<file path="config.mk">
export PLATFORM = sky130hd
export DESIGN_NAME = msg_uart_link
export DESIGN_NICKNAME = d
export VERILOG_FILES = /design/src/rtl/msg_uart_pkg.sv /design/src/rtl/msg_uart_tx_char.sv /design/src/rtl/msg_uart_rx_char.sv /design/src/rtl/msg_uart_tx_framer.sv /design/src/rtl/msg_uart_rx_assembler.sv /design/src/rtl/msg_uart_link.sv
export SDC_FILE = /design/constraint.sdc
export NUM_CORES = 1
export LEC_CHECK = 0
export BUFFER_PORTS_ARGS = -buffer_cell sky130_fd_sc_hd__buf_2
export CORE_ASPECT_RATIO = 1.2
export CORE_MARGIN = 1
export CORE_UTILIZATION = 60
export CTS_BUF_LIST = sky130_fd_sc_hd__clkbuf_4
export DETAILED_ROUTE_END_ITERATION = 6
export HOLD_SLACK_MARGIN = 0.03
export PLACE_DENSITY = 0.78
export SYNTH_ARGS = -nofsm -noshare
export SYNTH_HDL_FRONTEND = slang
export SYNTH_SLANG_ARGS = --single-unit
</file>
<file path="constraint.sdc">
create_clock -name clk -period 2.96 [get_ports clk]
set_input_delay 0.592 -clock clk [delete_from_list [all_inputs] [get_ports clk]]
set_output_delay 0.592 -clock clk [all_outputs]
set_load 0.01 [all_outputs]
</file>
<file path="src/rtl/msg_uart_pkg.sv">
package msg_uart_pkg;

    typedef enum logic [0:0] {
        TXC_IDLE,
        TXC_SHIFT
    } txc_state_t;

    typedef enum logic [1:0] {
        RXC_IDLE,
        RXC_START,
        RXC_DATA,
        RXC_STOP
    } rxc_state_t;

    typedef enum logic [1:0] {
        FR_IDLE,
        FR_LOAD,
        FR_WAIT
    } fr_state_t;

    typedef enum logic [0:0] {
        AS_EMPTY,
        AS_HELD
    } as_state_t;

    localparam int CHAR_BITS = 10;

endpackage

</file>
<file path="src/rtl/msg_uart_tx_char.sv">
module msg_uart_tx_char
    import msg_uart_pkg::*;
#(
    parameter int C = 16
) (
    input  logic       clk,
    input  logic       rst_n,
    input  logic       start,
    input  logic [7:0] din,
    output logic       txd,
    output logic       done
);
    localparam int CW = (C > 1) ? $clog2(C) : 1;
    localparam logic [CW-1:0] CLAST = CW'(C - 1);
    localparam logic [3:0] BLAST = 4'(CHAR_BITS - 1);

    txc_state_t state, nxt;
    logic [CHAR_BITS-1:0] shreg;
    logic [CW-1:0] cyc;
    logic [3:0] bitn;
    logic bit_end;

    assign bit_end = (cyc == CLAST);
    assign txd = shreg[0];

    always_ff @(posedge clk or negedge rst_n) begin
        if (!rst_n) state <= TXC_IDLE;
        else        state <= nxt;
    end

    always_comb begin
        nxt  = state;
        done = 1'b0;
        unique case (state)
            TXC_IDLE:  if (start) nxt = TXC_SHIFT;
            TXC_SHIFT: if (bit_end && bitn == BLAST) begin
                nxt  = TXC_IDLE;
                done = 1'b1;
            end
        endcase
    end

    always_ff @(posedge clk or negedge rst_n) begin
        if (!rst_n) begin
            shreg <= '1;
            cyc   <= '0;
            bitn  <= '0;
        end else if (state == TXC_IDLE) begin
            if (start) begin
                shreg <= {1'b1, din, 1'b0};
                cyc   <= '0;
                bitn  <= '0;
            end
        end else if (bit_end) begin
            cyc   <= '0;
            bitn  <= bitn + 4'd1;
            shreg <= {1'b1, shreg[CHAR_BITS-1:1]};
        end else begin
            cyc <= cyc + 1'b1;
        end
    end
endmodule

</file>
<file path="src/rtl/msg_uart_rx_char.sv">
module msg_uart_rx_char
    import msg_uart_pkg::*;
#(
    parameter int C = 16
) (
    input  logic       clk,
    input  logic       rst_n,
    input  logic       rxd,
    output logic [7:0] dout,
    output logic       strobe
);
    localparam int FIRST = C + C / 2 - 1;
    localparam int NW = $clog2(FIRST + 1);
    localparam logic [NW-1:0] FIRST_LIM = NW'(FIRST);
    localparam logic [NW-1:0] CLAST = NW'(C - 1);

    rxc_state_t state, nxt;
    logic [1:0] sync_q;
    logic rx_s;
    logic [NW-1:0] cnt;
    logic [2:0] bitn;
    logic [7:0] shreg;
    logic first_hit, period_hit, take;

    assign rx_s = sync_q[1];
    assign first_hit = (state == RXC_START) && (cnt == FIRST_LIM);
    assign period_hit = (state != RXC_START) && (cnt == CLAST);
    assign take = first_hit || (state == RXC_DATA && period_hit);
    assign dout = shreg;

    always_ff @(posedge clk or negedge rst_n) begin
        if (!rst_n) sync_q <= 2'b11;
        else        sync_q <= {sync_q[0], rxd};
    end

    always_ff @(posedge clk or negedge rst_n) begin
        if (!rst_n) state <= RXC_IDLE;
        else        state <= nxt;
    end

    always_comb begin
        nxt    = state;
        strobe = 1'b0;
        unique case (state)
            RXC_IDLE:  if (!rx_s) nxt = RXC_START;
            RXC_START: if (first_hit) nxt = RXC_DATA;
            RXC_DATA:  if (period_hit && bitn == 3'd7) nxt = RXC_STOP;
            RXC_STOP:  if (period_hit) begin
                nxt    = RXC_IDLE;
                strobe = 1'b1;
            end
        endcase
    end

    always_ff @(posedge clk or negedge rst_n) begin
        if (!rst_n) begin
            cnt   <= '0;
            bitn  <= '0;
            shreg <= '0;
        end else begin
            if (state == RXC_IDLE || first_hit || period_hit) cnt <= '0;
            else cnt <= cnt + 1'b1;
            if (take) shreg <= {rx_s, shreg[7:1]};
            if (state == RXC_IDLE) bitn <= '0;
            else if (take) bitn <= bitn + 3'd1;
        end
    end
endmodule

</file>
<file path="src/rtl/msg_uart_tx_framer.sv">
module msg_uart_tx_framer
    import msg_uart_pkg::*;
#(
    parameter int T = 1
) (
    input  logic               clk,
    input  logic               rst_n,
    input  logic               send_req,
    input  logic [8*(1<<T)-1:0] send_data,
    output logic               busy,
    output logic               char_start,
    output logic [7:0]         char_byte,
    input  logic               char_done
);
    localparam int NB = 1 << T;
    localparam int W = 8 * NB;
    localparam int IW = (T > 0) ? T : 1;
    localparam logic [IW-1:0] LAST = IW'(NB - 1);

    fr_state_t state, nxt;
    logic [W-1:0] msg;
    logic [IW-1:0] idx;

    assign char_byte = msg[{idx, 3'b000} +: 8];

    always_ff @(posedge clk or negedge rst_n) begin
        if (!rst_n) state <= FR_IDLE;
        else        state <= nxt;
    end

    always_comb begin
        nxt        = state;
        char_start = 1'b0;
        busy       = 1'b1;
        unique case (state)
            FR_IDLE: begin
                busy = 1'b0;
                if (send_req) nxt = FR_LOAD;
            end
            FR_LOAD: begin
                char_start = 1'b1;
                nxt        = FR_WAIT;
            end
            FR_WAIT: if (char_done) nxt = (idx == LAST) ? FR_IDLE : FR_LOAD;
            default: nxt = FR_IDLE;
        endcase
    end

    always_ff @(posedge clk or negedge rst_n) begin
        if (!rst_n) begin
            msg <= '0;
            idx <= '0;
        end else if (state == FR_IDLE && send_req) begin
            msg <= send_data;
            idx <= '0;
        end else if (state == FR_WAIT && char_done && idx != LAST) begin
            idx <= idx + 1'b1;
        end
    end
endmodule

</file>
<file path="src/rtl/msg_uart_rx_assembler.sv">
module msg_uart_rx_assembler
    import msg_uart_pkg::*;
#(
    parameter int R = 1
) (
    input  logic               clk,
    input  logic               rst_n,
    input  logic [7:0]         byte_in,
    input  logic               byte_stb,
    input  logic               rx_ack,
    output logic [8*(1<<R)-1:0] rx_msg,
    output logic               rx_valid
);
    localparam int NB = 1 << R;
    localparam int W = 8 * NB;
    localparam int IW = (R > 0) ? R : 1;
    localparam logic [IW-1:0] LAST = IW'(NB - 1);

    as_state_t state, nxt;
    logic [W-1:0] sh, sh_next;
    logic [IW-1:0] cnt;
    logic msg_done;

    generate
        if (NB == 1) begin : g_single
            assign sh_next = byte_in;
        end else begin : g_multi
            assign sh_next = {byte_in, sh[W-1:8]};
        end
    endgenerate

    assign msg_done = byte_stb && (cnt == LAST);
    assign rx_valid = (state == AS_HELD);

    always_ff @(posedge clk or negedge rst_n) begin
        if (!rst_n) state <= AS_EMPTY;
        else        state <= nxt;
    end

    always_comb begin
        nxt = state;
        unique case (state)
            AS_EMPTY: if (msg_done) nxt = AS_HELD;
            AS_HELD:  if (!msg_done && rx_ack) nxt = AS_EMPTY;
        endcase
    end

    always_ff @(posedge clk or negedge rst_n) begin
        if (!rst_n) begin
            sh     <= '0;
            cnt    <= '0;
            rx_msg <= '0;
        end else if (byte_stb) begin
            sh  <= sh_next;
            cnt <= (cnt == LAST) ? '0 : cnt + 1'b1;
            if (msg_done) rx_msg <= sh_next;
        end
    end
endmodule

</file>
<file path="src/rtl/msg_uart_link.sv">
module msg_uart_link #(
    parameter int CLKS_PER_BIT  = 16,
    parameter int TX_LOG2_BYTES = 1,
    parameter int RX_LOG2_BYTES = 1
) (
    input  logic                            clk,
    input  logic                            rst_n,
    input  logic                            send_req,
    input  logic [8*(1<<TX_LOG2_BYTES)-1:0] send_data,
    output logic                            send_busy,
    output logic                            txd,
    input  logic                            rxd,
    output logic [8*(1<<RX_LOG2_BYTES)-1:0] rx_msg,
    output logic                            rx_valid,
    input  logic                            rx_ack
);
    logic       tx_char_start, tx_char_done;
    logic [7:0] tx_char_byte;
    logic [7:0] rx_byte;
    logic       rx_byte_stb;

    msg_uart_tx_framer #(.T(TX_LOG2_BYTES)) u_framer (
        .clk(clk), .rst_n(rst_n), .send_req(send_req), .send_data(send_data),
        .busy(send_busy), .char_start(tx_char_start), .char_byte(tx_char_byte),
        .char_done(tx_char_done)
    );

    msg_uart_tx_char #(.C(CLKS_PER_BIT)) u_tx (
        .clk(clk), .rst_n(rst_n), .start(tx_char_start), .din(tx_char_byte),
        .txd(txd), .done(tx_char_done)
    );

    msg_uart_rx_char #(.C(CLKS_PER_BIT)) u_rx (
        .clk(clk), .rst_n(rst_n), .rxd(rxd), .dout(rx_byte), .strobe(rx_byte_stb)
    );

    msg_uart_rx_assembler #(.R(RX_LOG2_BYTES)) u_asm (
        .clk(clk), .rst_n(rst_n), .byte_in(rx_byte), .byte_stb(rx_byte_stb),
        .rx_ack(rx_ack), .rx_msg(rx_msg), .rx_valid(rx_valid)
    );
endmodule

</file>
### Word level (Yosys, flattened, before mapping)

Index checks and enable logic that the tools add are counted.

| operators by class | value |
|---|---|
| add/subtract/negate cells | 6 |
| multiply operators | 0 |
| div/mod/pow operators | 0 |
| $lt $le $gt $ge | 0 |
| equality and inequality tests | 18 |
| shifts and indexed selects | 1 |
| mux-type cells | 35 |
| bitwise operators | 3 |
| reductions and logical operators | 23 |

Operator list:

| operator | count |
|---|---|
| $mux 10 | 3 |
| $mux 4 | 5 |
| $shiftx 16x5->8 | 1 |
| $mux 1 | 14 |
| $mux 2 | 6 |
| $logic_and 1x1->1 | 10 |
| $add 4x1->4 const B | 2 |
| $eq 4x4->1 const B | 2 |
| $ne 2x1->1 const B | 4 |
| $ne 2x2->1 const B | 4 |
| $pmux 2 s4 | 1 |
| $eq 2x2->1 const B | 3 |
| $mux 3 | 2 |
| $pmux 2 s3 | 1 |
| $reduce_and 2->1 | 3 |
| $reduce_bool 2->1 | 3 |
| $add 5x1->5 const B | 1 |
| $eq 5x4->1 const B | 1 |
| $eq 5x5->1 const B | 1 |
| $mux 5 | 1 |
| $eq 2x1->1 const B | 2 |
| $logic_not 2->1 | 2 |
| $pmux 1 s2 | 2 |
| $reduce_and 4->1 | 1 |
| 6 further kinds | 11 |

| word-level totals | value |
|---|---|
| bits in registers | 92 |
| latch bits | 0 |
| memory bits (writable) | 0 |
| bits in read-only memories | 0 |
| input port bits | 21 |
| logic and storage cells | 102 |
| memories | 0 |

### Logic depth before layout (Yosys ltp)

Gate-level depths: netlist of the first run.

| logic depth | value |
|---|---|
| depth after elaboration | 9 |
| gate-level depth with buffers | 9 |
| gate-level depth less buffers | 7 |

### Modules after synthesis

Synthesis of the first run repeated with hierarchy kept, for this count alone.

| second synthesis, totals | value |
|---|---|
| cells, all modules | 269 |
| area, all modules | 3,734.8 um^2 |

By module, submodules not included:

| module | instances | cells each | area an instance (um^2) |
|---|---|---|---|
| msg_uart_rx_assembler | 1 | 56 | 1,006.0 |
| msg_uart_rx_char | 1 | 72 | 928.4 |
| msg_uart_tx_char | 1 | 83 | 900.9 |
| msg_uart_tx_framer | 1 | 58 | 899.6 |

### Worst setup path before layout of the first run

No wires, ideal clock.

| timing | value |
|---|---|
| path type | register -> register |
| start | register u_rx.cnt[0] |
| end | register u_rx.shreg[1], in the netlist u_rx.dout[1] |
| arrival | 1.959 ns |
| data required time | 2.835 ns |
| slack | 0.876 ns |
| cell stages (with the launch flop) | 9 |
| path buffers | 2 |
| period minus slack after synthesis | 2.084 ns |
| cells stage by stage | dfrtp_1 -> ha_1 -> and3_2 -> ha_1 -> nor2b_1 -> clkbuf_2 -> a22oi_1 -> buf_4 -> mux2_2 |

| between the ends | value |
|---|---|
| cells in the longest elaborated chain, start to end | 4 |
| elaborated cells between the ends (all ways) | 6 |
| classes of those cells | eq/ne: 2; reduce/logical: 4 |

RTL lines:

| element | RTL line | source |
|---|---|---|
| start, declared | msg_uart_rx_char.sv:20 | `logic [NW-1:0] cnt;` |
| start signal, assigned | msg_uart_rx_char.sv:62 | `else cnt <= cnt + 1'b1;` |
| $eq 5x4->1 | msg_uart_rx_char.sv:27 | `assign period_hit = (state != RXC_START) && (cnt == CLAST);` |
| $logic_and 1x1->1 | msg_uart_rx_char.sv:27 |  |
| $logic_and 1x1->1 | msg_uart_rx_char.sv:28 | `assign take = first_hit \|\| (state == RXC_DATA && period_hit);` |
| $logic_or 1x1->1 * | msg_uart_rx_char.sv:28 |  |
| end signal, assigned | msg_uart_rx_char.sv:63 | `if (take) shreg <= {rx_s, shreg[7:1]};` |
| end, declared | msg_uart_rx_char.sv:22 | `logic [7:0] shreg;` |

Mark *: on every way between the ends. The rest lies on a longest branch, timed or not.
A chain may end at the register's enable or synchronous reset.

### Worst setup path in the final report of the first run

| timing | value |
|---|---|
| start | register u_rx.cnt[0] |
| end | register u_asm.rx_msg[7] |

| between the ends | value |
|---|---|
| cells in the longest elaborated chain, start to end | 6 |

RTL lines:

| element | RTL line | source |
|---|---|---|
| $eq 5x4->1 * | msg_uart_rx_char.sv:27 |  |
| $logic_and 1x1->1 * | msg_uart_rx_char.sv:27 |  |
| $mux 1 * | msg_uart_rx_char.sv:48 | `RXC_STOP: if (period_hit) begin` |
| $mux 1 * | msg_uart_rx_char.sv:44 | `unique case (state)` |
| $logic_and 1x1->1 | msg_uart_rx_assembler.sv:32 | `assign msg_done = byte_stb && (cnt == LAST);` |
| $reduce_and 2->1 (no line) * | -- |  |
| end signal, assigned | msg_uart_rx_assembler.sv:56 | `if (msg_done) rx_msg <= sh_next;` |
| end, declared | msg_uart_rx_assembler.sv:11 | `output logic [8*(1<<R)-1:0] rx_msg,` |

Marks and branches as above.

==> flow_summary_export.csv, run 1 <==
group,metric,value,unit
job,max_cap_viol_count,0,
drt,tritonroute_pass_1_iters,4,
power_and_ir_drop,power_switching,0.768,mW
synth,yosys.cell_types.count,38,
sta,setup-violations-final,0,
clock_network,clock_tree_from_tritoncts,"done",
power_and_ir_drop,worst_ir_drop_vdd,0.364,mV
cells_and_area,layoutNonFillerInstCount,397,
synth,ys_ff_latch,83,
clock_network,cts.root.buffer_cell,"clkbuf_4",
cells_and_area,mostFrequentLayoutCells,"dfrtp_1 (72), mux2_2 (48), buf_2 (38)",
placed_design,place.detailed.instances,381,
synth,seq_area_frac_synth,59.0,%
drt,drt.antenna.violating_nets,0,
sta,drv_slew,0,
synth,post_synth_inst_count,271,
sta,period_needed,2240,ps
sta,timing.hold.ws,255,ps
cells_and_area,finalNetCount,345,
synth,synth_top_area_cell,"dfrtp_1",
grt,grt_first_pass_wirelength,9480,um
critical_path,critical_path_required,3270,ps
sta,setup-tns-final,0,ps
sta,rsz_0062_raised_after_global_routing,"false",
drt,drc_errors,0,
worst_hold_path,hold_start,"rxd",
floorplan,core-area,5670,um2
clock_network,cts.sink_count,83,
floorplan,initial_utilization,62.5,%
critical_path,critPathTopFamily,"simple AND/OR/NAND/NOR gates",
clock_network,cts-hold-fix-buffers,0,
drt,routed-via-count,2129,
worst_hold_path,timing.hold.worst.class,"in2reg",
sta,clock-skew-final,11.7,ps
placed_design,detailed_placement_hpwl,3840,um
drt,dr_wl_cell,14.3,um
placed_design,gp_congestion,0.743,
run_status,status,"completed",
grt,global_route.overflow_total,0,
clock_network,clk_pin_slew,120,ps
cells_and_area,layout_commonest_cell,"dfrtp_1",
synth,primary_flip_flop_cell_chosen_by_synthesis_mapping,"dfrtp_1",
clock_network,htreeDepth,3,
drt,via_per_inst,5.36,
clock_network,post_cts.repair.setup_buffers,0,
power_and_ir_drop,power.static_leakage,1.94,nW
critical_path,worstSetupEndpointType,"register",
power_and_ir_drop,clockPowerShare,26.3,%
cells_and_area,layout_cell_share_with_drive_strength_beyond_1,38.8,%
critical_path,critPathMaxFanout,17,
power_and_ir_drop,sequentialPowerShare,55.6,%
power_and_ir_drop,comb_power_share,18.1,%
floorplan,height_of_the_die,86.2,um
power_and_ir_drop,p_per_area,702,nW/um2
critical_path,worstPathCellList,"ha_1, and3_2, ha_1, nor2b_1, nand3_2, mux2_2",
clock_network,cts-root-to-sink-buffers,2,
synth,avgSynthCellArea,13.1,um2
floorplan,fp.dieW,72.1,um
synth,synth_enable_flop_cells,0,
clock_network,cts_made_buffers,9,
critical_path,critical_path.startpoint_type,"register",
sta,max_slew.worst_pin.slew,998,ps
drt,aggregate_routed_wire_length,5660,um
grt,antenna_found_initial,0,
synth,synth_top_area_share,50.9,%
placed_design,numPortBuffers,39,
drt,initial_drc_count,122,
synth,synth_area,3540,um2
synth,netlist_top_cells_area,"dfrtp_1 (51%), mux2_2 (15%), dfstp_2 (8.2%)",
sta,period_share,75.7,%
sta,fmaxAchievable,446,MHz
cells_and_area,area.growth.synth_to_final,11.8,%
floorplan,boundaryPins,40,
floorplan,die-area,6210,um2
critical_path,data_arrival_at_the_endpoint_of_the_critical_path,2560,ps
critical_path,critical_path.most_common_cell,"ha_1",
sta,fin_ws,718,ps
critical_path,path_buf_inv,0,
grt,grt_pass1_vias,2126,
critical_path,timing.critical_path.from,"u_rx.cnt[0]",
critical_path,worst_r2r_startpoint,"u_rx.cnt[0]",
power_and_ir_drop,switching_share,27.6,%
sta,report.final.hold_viol_count,0,
clock_network,cts_resized,0,
cells_and_area,layout.core_utilization,69.9,%
placed_design,preCtsSetupSlack,710,ps
synth,yosys_synthesis_warning_count,0,
synth,async_reset_ff_share,100,%
critical_path,crit_path_max_incr_delay,440,ps
critical_path,cp_slowest_cell,"nand3_2",
floorplan,placement_rows,30,
grt,track_usage,20.2,%
clock_network,clock_latency,430,ps
critical_path,timing_worst_setup_path_type,"reg2reg",
grt,grt_max_degree,84,
synth,postSynthNetCount,304,
sta,maxSlewHeadroom,33.5,%
power_and_ir_drop,internal_power,2.01,mW
cells_and_area,insertedDiodeCount,0,
-- flip-flops by register name (all words and copies together), names as in the netlist --
register	count
u_rx.sync_q	2
u_asm.sh	8
u_asm.cnt	1
u_tx.bitn	4
u_tx.cyc	4
u_framer.idx	1
u_rx.bitn	3
u_framer.state	2
u_framer.msg	16
u_rx.state	2
u_tx.state	1
u_rx.cnt	5
u_rx.dout	8
u_tx.shreg	9
u_asm.rx_valid	1
u_asm.rx_msg	16
-- synthesized netlist by cell type, drive strengths merged (3+ instances only) --
cell,n
mux2i,11
dfstp,11
xor2,4
nand2,16
buf,7
o21ai,14
nand3,3
a21oi,12
inv,9
clkbuf,3
nor2b,3
dfrtp,72
nor2,23
nand4,3
ha,12
mux2,49
-- power by group through the flow --
stage | sequential (mW) | combinational, mW | clock (mW)
floorplan | 1.52 | 0.401 | 0
global placement | 1.55 | 0.485 | 0
detailed placement | 1.57 | 0.509 | 0
CTS | 1.55 | 0.512 | 0.750
global route | 1.58 | 0.584 | 0.787
finish | 1.55 | 0.504 | 0.731
-- area by class of cell --
class | instances | area [um2]
sequential | 83 | 2090
fill | 393 | 1710
multi-input combinational | 169 | 1370
timing repair buffer | 40 | 205
tap | 80 | 100
clock inverter | 6 | 88.8
clock buffer | 10 | 75.1
inverter | 9 | 33.8
-- metrics by stage --
step | power, mW | cell area (um2)
after floorplan | 1.92 | 3540
after global placement | 2.04 | 3800
after detailed placement | 2.08 | 3800
after CTS | 2.81 | 3960
after global routing | 2.95 | 3960
final | 2.78 | 3960
-- final timing paths --
kind / depth (start not counted) / slack [ps] / to
setup / recovery: 6 / 720 / u_asm.rx_msg[7]
max in group asynchronous: 1 / 2000 / u_framer.msg[14]
min in group asynchronous: 1 / 300 / u_framer.msg[11]
hold reg to reg: 0 / 370 / u_rx.sync_q[1]
hold / removal: 1 / 260 / u_rx.sync_q[0]
setup reg to reg: 6 / 720 / u_asm.rx_msg[7]
-- per-layer routing --
metal  part of all wire (%)  vias up  GRT usage (%)  routed length, um
li1                       -     1027              -                  -
met1                     45     1052           24.8               2550
met2                     50       39           33.7               2830
met3                    2.5       11           3.17                144
met4                    2.3        0           11.4                133
met5                      0        -              0                  0
-- worst register-to-register path: cells and delay by family, from the launching register on --
family / cells / cell delay (ps)
adders and majority gates: 2 / 340
DFF: 1 / 390
muxes: 1 / 420
and+or+nand+nor: 3 / 990
-- logic make-up (layout without fill, tap and decap cells) --
kind of cell               Yosys count  count (layout)  synth area share (%)
DFF                                 83              83                  59.0
and+or+nand+nor                     56              56                  7.77
adders and majority gates           12              12                  4.24
xor gates and xnor gates             6               6                  1.48
AOI/OAI and AO/OA                   35              35                  6.29
buffers and inverters               19              65                  2.37
muxes                               60              60                  18.8
Note: power is estimated with default switching activity, not from simulation.
==> inputs of run 2 (changes only) <==
--- a/config.mk
+++ b/config.mk
@@ -5,6 +5,7 @@
 export SDC_FILE = /design/constraint.sdc
 export NUM_CORES = 1
 export LEC_CHECK = 0
+export ABC_AREA = 1
 export BUFFER_PORTS_ARGS = -buffer_cell sky130_fd_sc_hd__buf_2
 export CORE_ASPECT_RATIO = 1.2
 export CORE_MARGIN = 1
@@ -12,7 +13,7 @@
 export CTS_BUF_LIST = sky130_fd_sc_hd__clkbuf_4
 export DETAILED_ROUTE_END_ITERATION = 6
 export HOLD_SLACK_MARGIN = 0.03
-export PLACE_DENSITY = 0.78
+export PLACE_DENSITY = 0.77
 export SYNTH_ARGS = -nofsm -noshare
 export SYNTH_HDL_FRONTEND = slang
 export SYNTH_SLANG_ARGS = --single-unit
==> constraint.sdc (replaced) <==
create_clock -name clk -period 2.2 [get_ports clk]
set_input_delay 0.44 -clock clk [delete_from_list [all_inputs] [get_ports clk]]
set_output_delay 0.44 -clock clk [all_outputs]
set_load 0.01 [all_outputs]
==> flow_summary_export.csv, run 2 <==
group,metric,value,unit
run_status,status,"completed",
synth,synth_top_area_share,49.0,%
cells_and_area,finalNetCount,477,
drt,highest-signal-layer,"met4",
grt,grt_pass1_vias,2526,
floorplan,fp.dieW,73.5,um
critical_path,worstSetupEndpointType,"primary output",
sta,period_needed,1840,ps
placed_design,gp_congestion,0.775,
drt,initial_drc_count,171,
floorplan,boundaryPins,40,
synth,yosys.cell_types.count,31,
placed_design,place.detailed.instances,512,
floorplan,die-area,6450,um2
clock_network,cts-hold-fix-buffers,1,
synth,synth_area,3680,um2
clock_network,cts.root.buffer_cell,"clkbuf_4",
cells_and_area,insertedDiodeCount,0,
synth,synth.cells.most_frequent,"nand2_1 (137), dfrtp_1 (72), inv_1 (33), nor2_1 (28), nand3_1 (27)",
critical_path,crit_path_max_incr_delay,430,ps
cells_and_area,layout_cell_share_with_drive_strength_beyond_1,19.2,%
critical_path,data_arrival_at_the_endpoint_of_the_critical_path,1400,ps
sta,clock-skew-final,17.1,ps
drt,via_per_inst,5.05,
sta,setup-violations-final,0,
synth,post_synth_inst_count,403,
worst_hold_path,timing.hold.worst.class,"in2reg",
cells_and_area,area.growth.synth_to_final,10.9,%
synth,ys_ff_latch,83,
power_and_ir_drop,power.static_leakage,2.06,nW
drt,wirelength_met1,2840,um
critical_path,worstPathCellList,"nor2_4, inv_1, buf_2",
clock_network,clk_pin_slew,120,ps
critical_path,timing_worst_setup_path_type,"reg2out",
critical_path,critical_path_required,1760,ps
grt,track_usage,22.0,%
clock_network,post_cts.repair.setup_buffers,0,
clock_network,cts_resized,0,
job,max_cap_viol_count,0,
sta,period_share,83.8,%
sta,rsz_0062_raised_after_global_routing,"false",
floorplan,height_of_the_die,87.7,um
clock_network,cts-root-to-sink-buffers,2,
synth,synth_enable_flop_cells,0,
synth,netlist_top_cells_area,"dfrtp_1 (49%), nand2_1 (14%), dfstp_2 (7.9%)",
drt,met2_wirelength,2860,um
cells_and_area,mostFrequentLayoutCells,"nand2_1 (137), dfrtp_1 (72), buf_2 (38)",
synth,primary_flip_flop_cell_chosen_by_synthesis_mapping,"dfrtp_1",
critical_path,critPathTopFamily,"flip-flops",
sta,max_slew.worst_pin.slew,461,ps
sta,report.final.hold_viol_count,0,
power_and_ir_drop,worst_ir_drop_vdd,0.337,mV
grt,grt_first_pass_wirelength,10700,um
clock_network,clock_latency,420,ps
grt,grt_max_degree,38,
synth,avgSynthCellArea,9.12,um2
floorplan,initial_utilization,63.6,%
drt,routed-via-count,2673,
grt,global_route.overflow_total,0,
synth,synth_top_area_cell,"dfrtp_1",
drt,tritonroute_pass_1_iters,4,
critical_path,critical_path.startpoint_type,"register",
drt,dr_wl_cell,11.5,um
sta,maxSlewHeadroom,69.3,%
synth,postSynthNetCount,436,
clock_network,cts.sink_count,83,
sta,drv_slew,0,
clock_network,htreeDepth,3,
critical_path,critPathMaxFanout,18,
drt,drt.antenna.violating_nets,0,
floorplan,core-area,5780,um2
clock_network,clock_tree_from_tritoncts,"done",
drt,routed-wl-met3,236,um
drt,aggregate_routed_wire_length,6080,um
synth,async_reset_ff_share,100,%
placed_design,numPortBuffers,39,
placed_design,detailed_placement_hpwl,4210,um
synth,synth.most_common_cell,"nand2_1",
synth,yosys_synthesis_warning_count,0,
critical_path,cp_slowest_cell,"dfrtp_1",
clock_network,cts_made_buffers,9,
sta,setup-tns-final,0,ps
power_and_ir_drop,p_per_area,627,nW/um2
cells_and_area,largestRegisters,"u_asm.rx_msg (16), u_framer.msg (16), u_tx.shreg (9)",
grt,antenna_found_initial,0,
cells_and_area,layoutNonFillerInstCount,529,
cells_and_area,layout_commonest_cell,"nand2_1",
synth,seq_area_frac_synth,56.9,%
floorplan,placement_rows,30,
drt,drc_errors,0,
sta,fmaxAchievable,542,MHz
critical_path,path_buf_inv,2,
run 2: cell count changes after synthesis, sizes merged, moves of 6 or more:
cell and change:
a31oi +6, mux2i -11, nand3 +27, nor2 +7
mux2 -49, nand2 +125, o21ai +23, inv +26
a21oi -9
run 2: cell type report:
cell class / instances / area, um2
clock buffers: 12 / 90.1
multi-input cells: 272 / 1360
repair buffers: 42 / 235
well taps: 80 / 100
fillers: 503 / 1700
clock inverters: 4 / 67.6
flip-flops and latches: 83 / 2090
inverters: 36 / 135
run 2: worst paths after layout:
| path | to | slack [ps] | from | cells past startpoint |
|---|---|---|---|---|
| max in group asynchronous | u_tx.shreg[4] | 1080 | rst_n | 3 |
| min | u_rx.sync_q[0] | 110 | rxd | 1 |
| max reg2reg | u_asm.rx_msg[4] | 360 | u_rx.cnt[0] | 9 |
| max | send_busy | 360 | u_framer.state[1] | 3 |
| min reg2reg | u_rx.sync_q[1] | 360 | u_rx.sync_q[0] | 0 |
| min in group asynchronous | u_asm.rx_msg[1] | 510 | rst_n | 2 |
run 2: power by group:
part | internal, mW | leakage (nW) | switching (mW)
Combinational | 0.0195 | 0.901 | 0.0386
Sequential | 1.53 | 1.08 | 0.00176
Clock | 0.494 | 0.0866 | 0.473
Total | 2.04 | 2.06 | 0.513
run 2: metrics by stage:
stage / hold WS, ps / setup WS (ps) / instance area (um2) / utilization, % / power (mW)
final: 106 / 355 / 4080 / 70.5 / 2.56
after global routing: 87.5 / 128 / 4080 / 70.5 / 2.66
after CTS: 89.2 / 321 / 4080 / 70.5 / 2.59
after detailed placement: 347 / 413 / 3910 / 67.6 / 1.62
after global placement: 346 / 485 / 3910 / 67.6 / 1.62
after floorplan: 144 / 643 / 3680 / - / 1.57
run 2: routing by layer:
metal | up-vias | global-route usage, %
met3 | 14 | 5.75
met5 | - | 0
met1 | 1237 | 26.9
met4 | 0 | 10.5
li1 | 1372 | -
met2 | 50 | 36.1
run 2: cell families after synthesis:
| group | after synthesis | share of synthesized area [%] |
|---|---|---|
| simple gates | 208 | 24.3 |
| flops | 83 | 56.9 |
| compound gates | 49 | 7.86 |
| buf+inv | 48 | 6.16 |
| fa+ha+maj | 12 | 4.08 |
| xor+xnor | 3 | 0.715 |
==> inputs of run 3 (changes only) <==
--- a/config.mk
+++ b/config.mk
@@ -5,15 +5,15 @@
 export SDC_FILE = /design/constraint.sdc
 export NUM_CORES = 1
 export LEC_CHECK = 0
-export ABC_AREA = 1
+export ABC_AREA = 0
 export BUFFER_PORTS_ARGS = -buffer_cell sky130_fd_sc_hd__buf_2
 export CORE_ASPECT_RATIO = 1.2
 export CORE_MARGIN = 1
-export CORE_UTILIZATION = 60
+export CORE_UTILIZATION = 54
 export CTS_BUF_LIST = sky130_fd_sc_hd__clkbuf_4
 export DETAILED_ROUTE_END_ITERATION = 6
 export HOLD_SLACK_MARGIN = 0.03
-export PLACE_DENSITY = 0.77
+export PLACE_DENSITY = 0.73
 export SYNTH_ARGS = -nofsm -noshare
 export SYNTH_HDL_FRONTEND = slang
 export SYNTH_SLANG_ARGS = --single-unit
==> constraint.sdc (replaced) <==
create_clock -name clk -period 1.59 [get_ports clk]
set_input_delay 0.318 -clock clk [delete_from_list [all_inputs] [get_ports clk]]
set_output_delay 0.318 -clock clk [all_outputs]
set_load 0.01 [all_outputs]
==> flow_summary_export.csv, run 3 (same netlist as run 1, synthesis figures left out) <==
group,metric,value,unit
critical_path,critical_path.startpoint_type,"register",
critical_path,timing_worst_setup_path_type,"reg2reg",
drt,initial_drc_count,100,
clock_network,clock_tree_from_tritoncts,"done",
critical_path,worstPathCellList,"ha_2, and3_4, ha_4, nor2b_4, buf_6, nor2_2, a2111oi_4, mux2_4",
grt,antenna_found_initial,0,
floorplan,die-area,6890,um2
clock_network,cts.sink_count,83,
sta,fin_ws,-266,ps
sta,period_share,117,%
drt,aggregate_routed_wire_length,6650,um
grt,grt_pass1_vias,2468,
sta,clock-skew-final,22.8,ps
placed_design,preCtsSetupSlack,-329,ps
grt,grt_first_pass_wirelength,11600,um
critical_path,crit_path_max_incr_delay,380,ps
critical_path,cp_slowest_cell,"dfrtp_1",
cells_and_area,insertedDiodeCount,0,
sta,period_needed,1860,ps
sta,fmaxAchievable,539,MHz
drt,via_per_inst,5.35,
placed_design,numPortBuffers,39,
critical_path,r2r_end,"u_rx.state[1]",
worst_hold_path,min_delay_worst_endpoint,"u_framer.msg[12]",
run_status,status,"finished, violations left",
cells_and_area,mostFrequentLayoutCells,"dfrtp_1 (72), buf_2 (38), mux2_2 (27)",
floorplan,core-area,6170,um2
floorplan,placement_rows,31,
job,max_cap_viol_count,0,
critical_path,reg2reg_setup_slack,-270,ps
drt,drc_errors,0,
sta,max_slew.worst_pin.slew,538,ps
placed_design,place.detailed.instances,413,
clock_network,clock_latency,440,ps
sta,setup-violations-final,42,
worst_hold_path,hold-path-cell-count,2,
critical_path,critPathMaxFanout,4,
critical_path,path_buf_inv,1,
clock_network,htreeDepth,3,
placed_design,gp_congestion,0.714,
cells_and_area,layout_cell_share_with_drive_strength_beyond_1,48.3,%
cells_and_area,finalNetCount,382,
sta,rsz_0062_raised_after_global_routing,"true",
worst_hold_path,hold_start,"send_data[12]",
clock_network,clk_pin_slew,140,ps
cells_and_area,area.growth.synth_to_final,26.4,%
power_and_ir_drop,power.static_leakage,2.23,nW
floorplan,height_of_the_die,90.7,um
sta,drv_slew,0,
clock_network,cts-root-to-sink-buffers,2,
floorplan,initial_utilization,57.4,%
drt,tritonroute_pass_1_iters,4,
run_status,failed_checks,"negative setup slack",
cells_and_area,largestRegisters,"u_asm.rx_msg (16), u_framer.msg (16), u_tx.shreg (9)",
grt,track_usage,21.6,%
critical_path,worst_r2r_startpoint,"u_rx.cnt[1]",
critical_path,worstSetupEndpointType,"register",
clock_network,cts_made_buffers,9,
floorplan,fp.dieW,75.9,um
critical_path,critical_path_required,1910,ps
floorplan,boundaryPins,40,
power_and_ir_drop,p_per_area,1170,nW/um2
clock_network,cts.root.buffer_cell,"clkbuf_4",
sta,report.final.hold_viol_count,0,
cells_and_area,fillerInstances,437,
worst_hold_path,timing.hold.worst.class,"in2reg",
sta,maxSlewHeadroom,64.1,%
cells_and_area,layoutNonFillerInstCount,436,
cells_and_area,layout_commonest_cell,"dfrtp_1",
grt,global_route.overflow_total,0,
drt,routed-via-count,2333,
critical_path,timing.reg2reg.worst_path_depth,8,
drt,drt.antenna.violating_nets,0,
power_and_ir_drop,worst_ir_drop_vdd,0.721,mV
drt,dr_wl_cell,15.3,um
critical_path,critPathTopFamily,"flip-flops",
placed_design,detailed_placement_hpwl,4280,um
grt,grt_max_degree,33,
critical_path,data_arrival_at_the_endpoint_of_the_critical_path,2180,ps
## run 3: final cells by class
cell class | count | area (um2) | area share (%)
flip-flops and latches | 83 | 2090 | 46.7
multi-input cells | 169 | 1530 | 34.2
repair buffers | 77 | 574 | 12.8
well taps | 82 | 103 | 2.29
clock inverters | 7 | 76.3 | 1.70
clock buffers | 9 | 67.6 | 1.51
inverters | 9 | 33.8 | 0.755
## run 3: routing by layer
layer | up-vias | GRT usage, % | part of all wire, %
li1 | 1103 | - | -
met4 | 0 | 6.25 | 1.2
met5 | - | 0 | 0
met2 | 35 | 35.5 | 50
met3 | 9 | 5.45 | 2.8
met1 | 1186 | 28.4 | 46
## run 3: how the worst max path moves through the flow
| stage | from | to | slack, ps | cells after the start |
|---|---|---|---|---|
| after floorplan | u_rx.cnt[0] | u_rx.dout[1] | -310 | 8 |
| after global placement | u_rx.cnt[1] | u_rx.state[1] | -260 | 8 |
| after detailed placement | u_rx.cnt[1] | u_rx.state[1] | -330 | 8 |
| after CTS | u_rx.cnt[0] | u_asm.rx_msg[2] | -310 | 9 |
| after global routing | u_rx.cnt[1] | u_rx.state[0] | -370 | 9 |
| final | u_rx.cnt[1] | u_rx.state[1] | -270 | 8 |
## run 3: where the power goes
| part | internal [mW] | switching (mW) | total, mW |
|---|---|---|---|
| clock | 0.490 | 0.770 | 1.26 |
| combinational | 0.612 | 0.482 | 1.09 |
| sequential | 2.59 | 0.274 | 2.86 |
## run 3: per-stage QoR
| step | area [um2] | setup TNS, ps | hold slack (ps) | power [mW] | util [%] |
|---|---|---|---|---|---|
| floorplan | 3600 | -8670 | 22.4 | 3.59 | - |
| global placement | 4120 | -8070 | 249 | 3.90 | 66.9 |
| detailed placement | 4120 | -10040 | 248 | 3.97 | 66.9 |
| CTS | 4510 | -10810 | 75.5 | 5.23 | 73.1 |
| global route | 4480 | -11630 | 72.9 | 5.54 | 72.6 |
| finish | 4480 | -8540 | 107 | 5.22 | 72.6 |
## run 3: timing repair
item	CTS	global route
pin swaps	5	5
cloned	2	0
setup endpoints to repair	44	45
resized for setup	28	14
hold buffers	3	0
setup buffers	5	2
endpoints found under the hold margin	22	0
## run 3: worst reg2reg max path, stage by stage, from the launching register on
cell,delay [ps]
dfrtp_1,380
ha_2,190
and3_4,180
ha_4,120
nor2b_4,150
buf_6,130
nor2_2,50
a2111oi_4,240
mux2_4,330
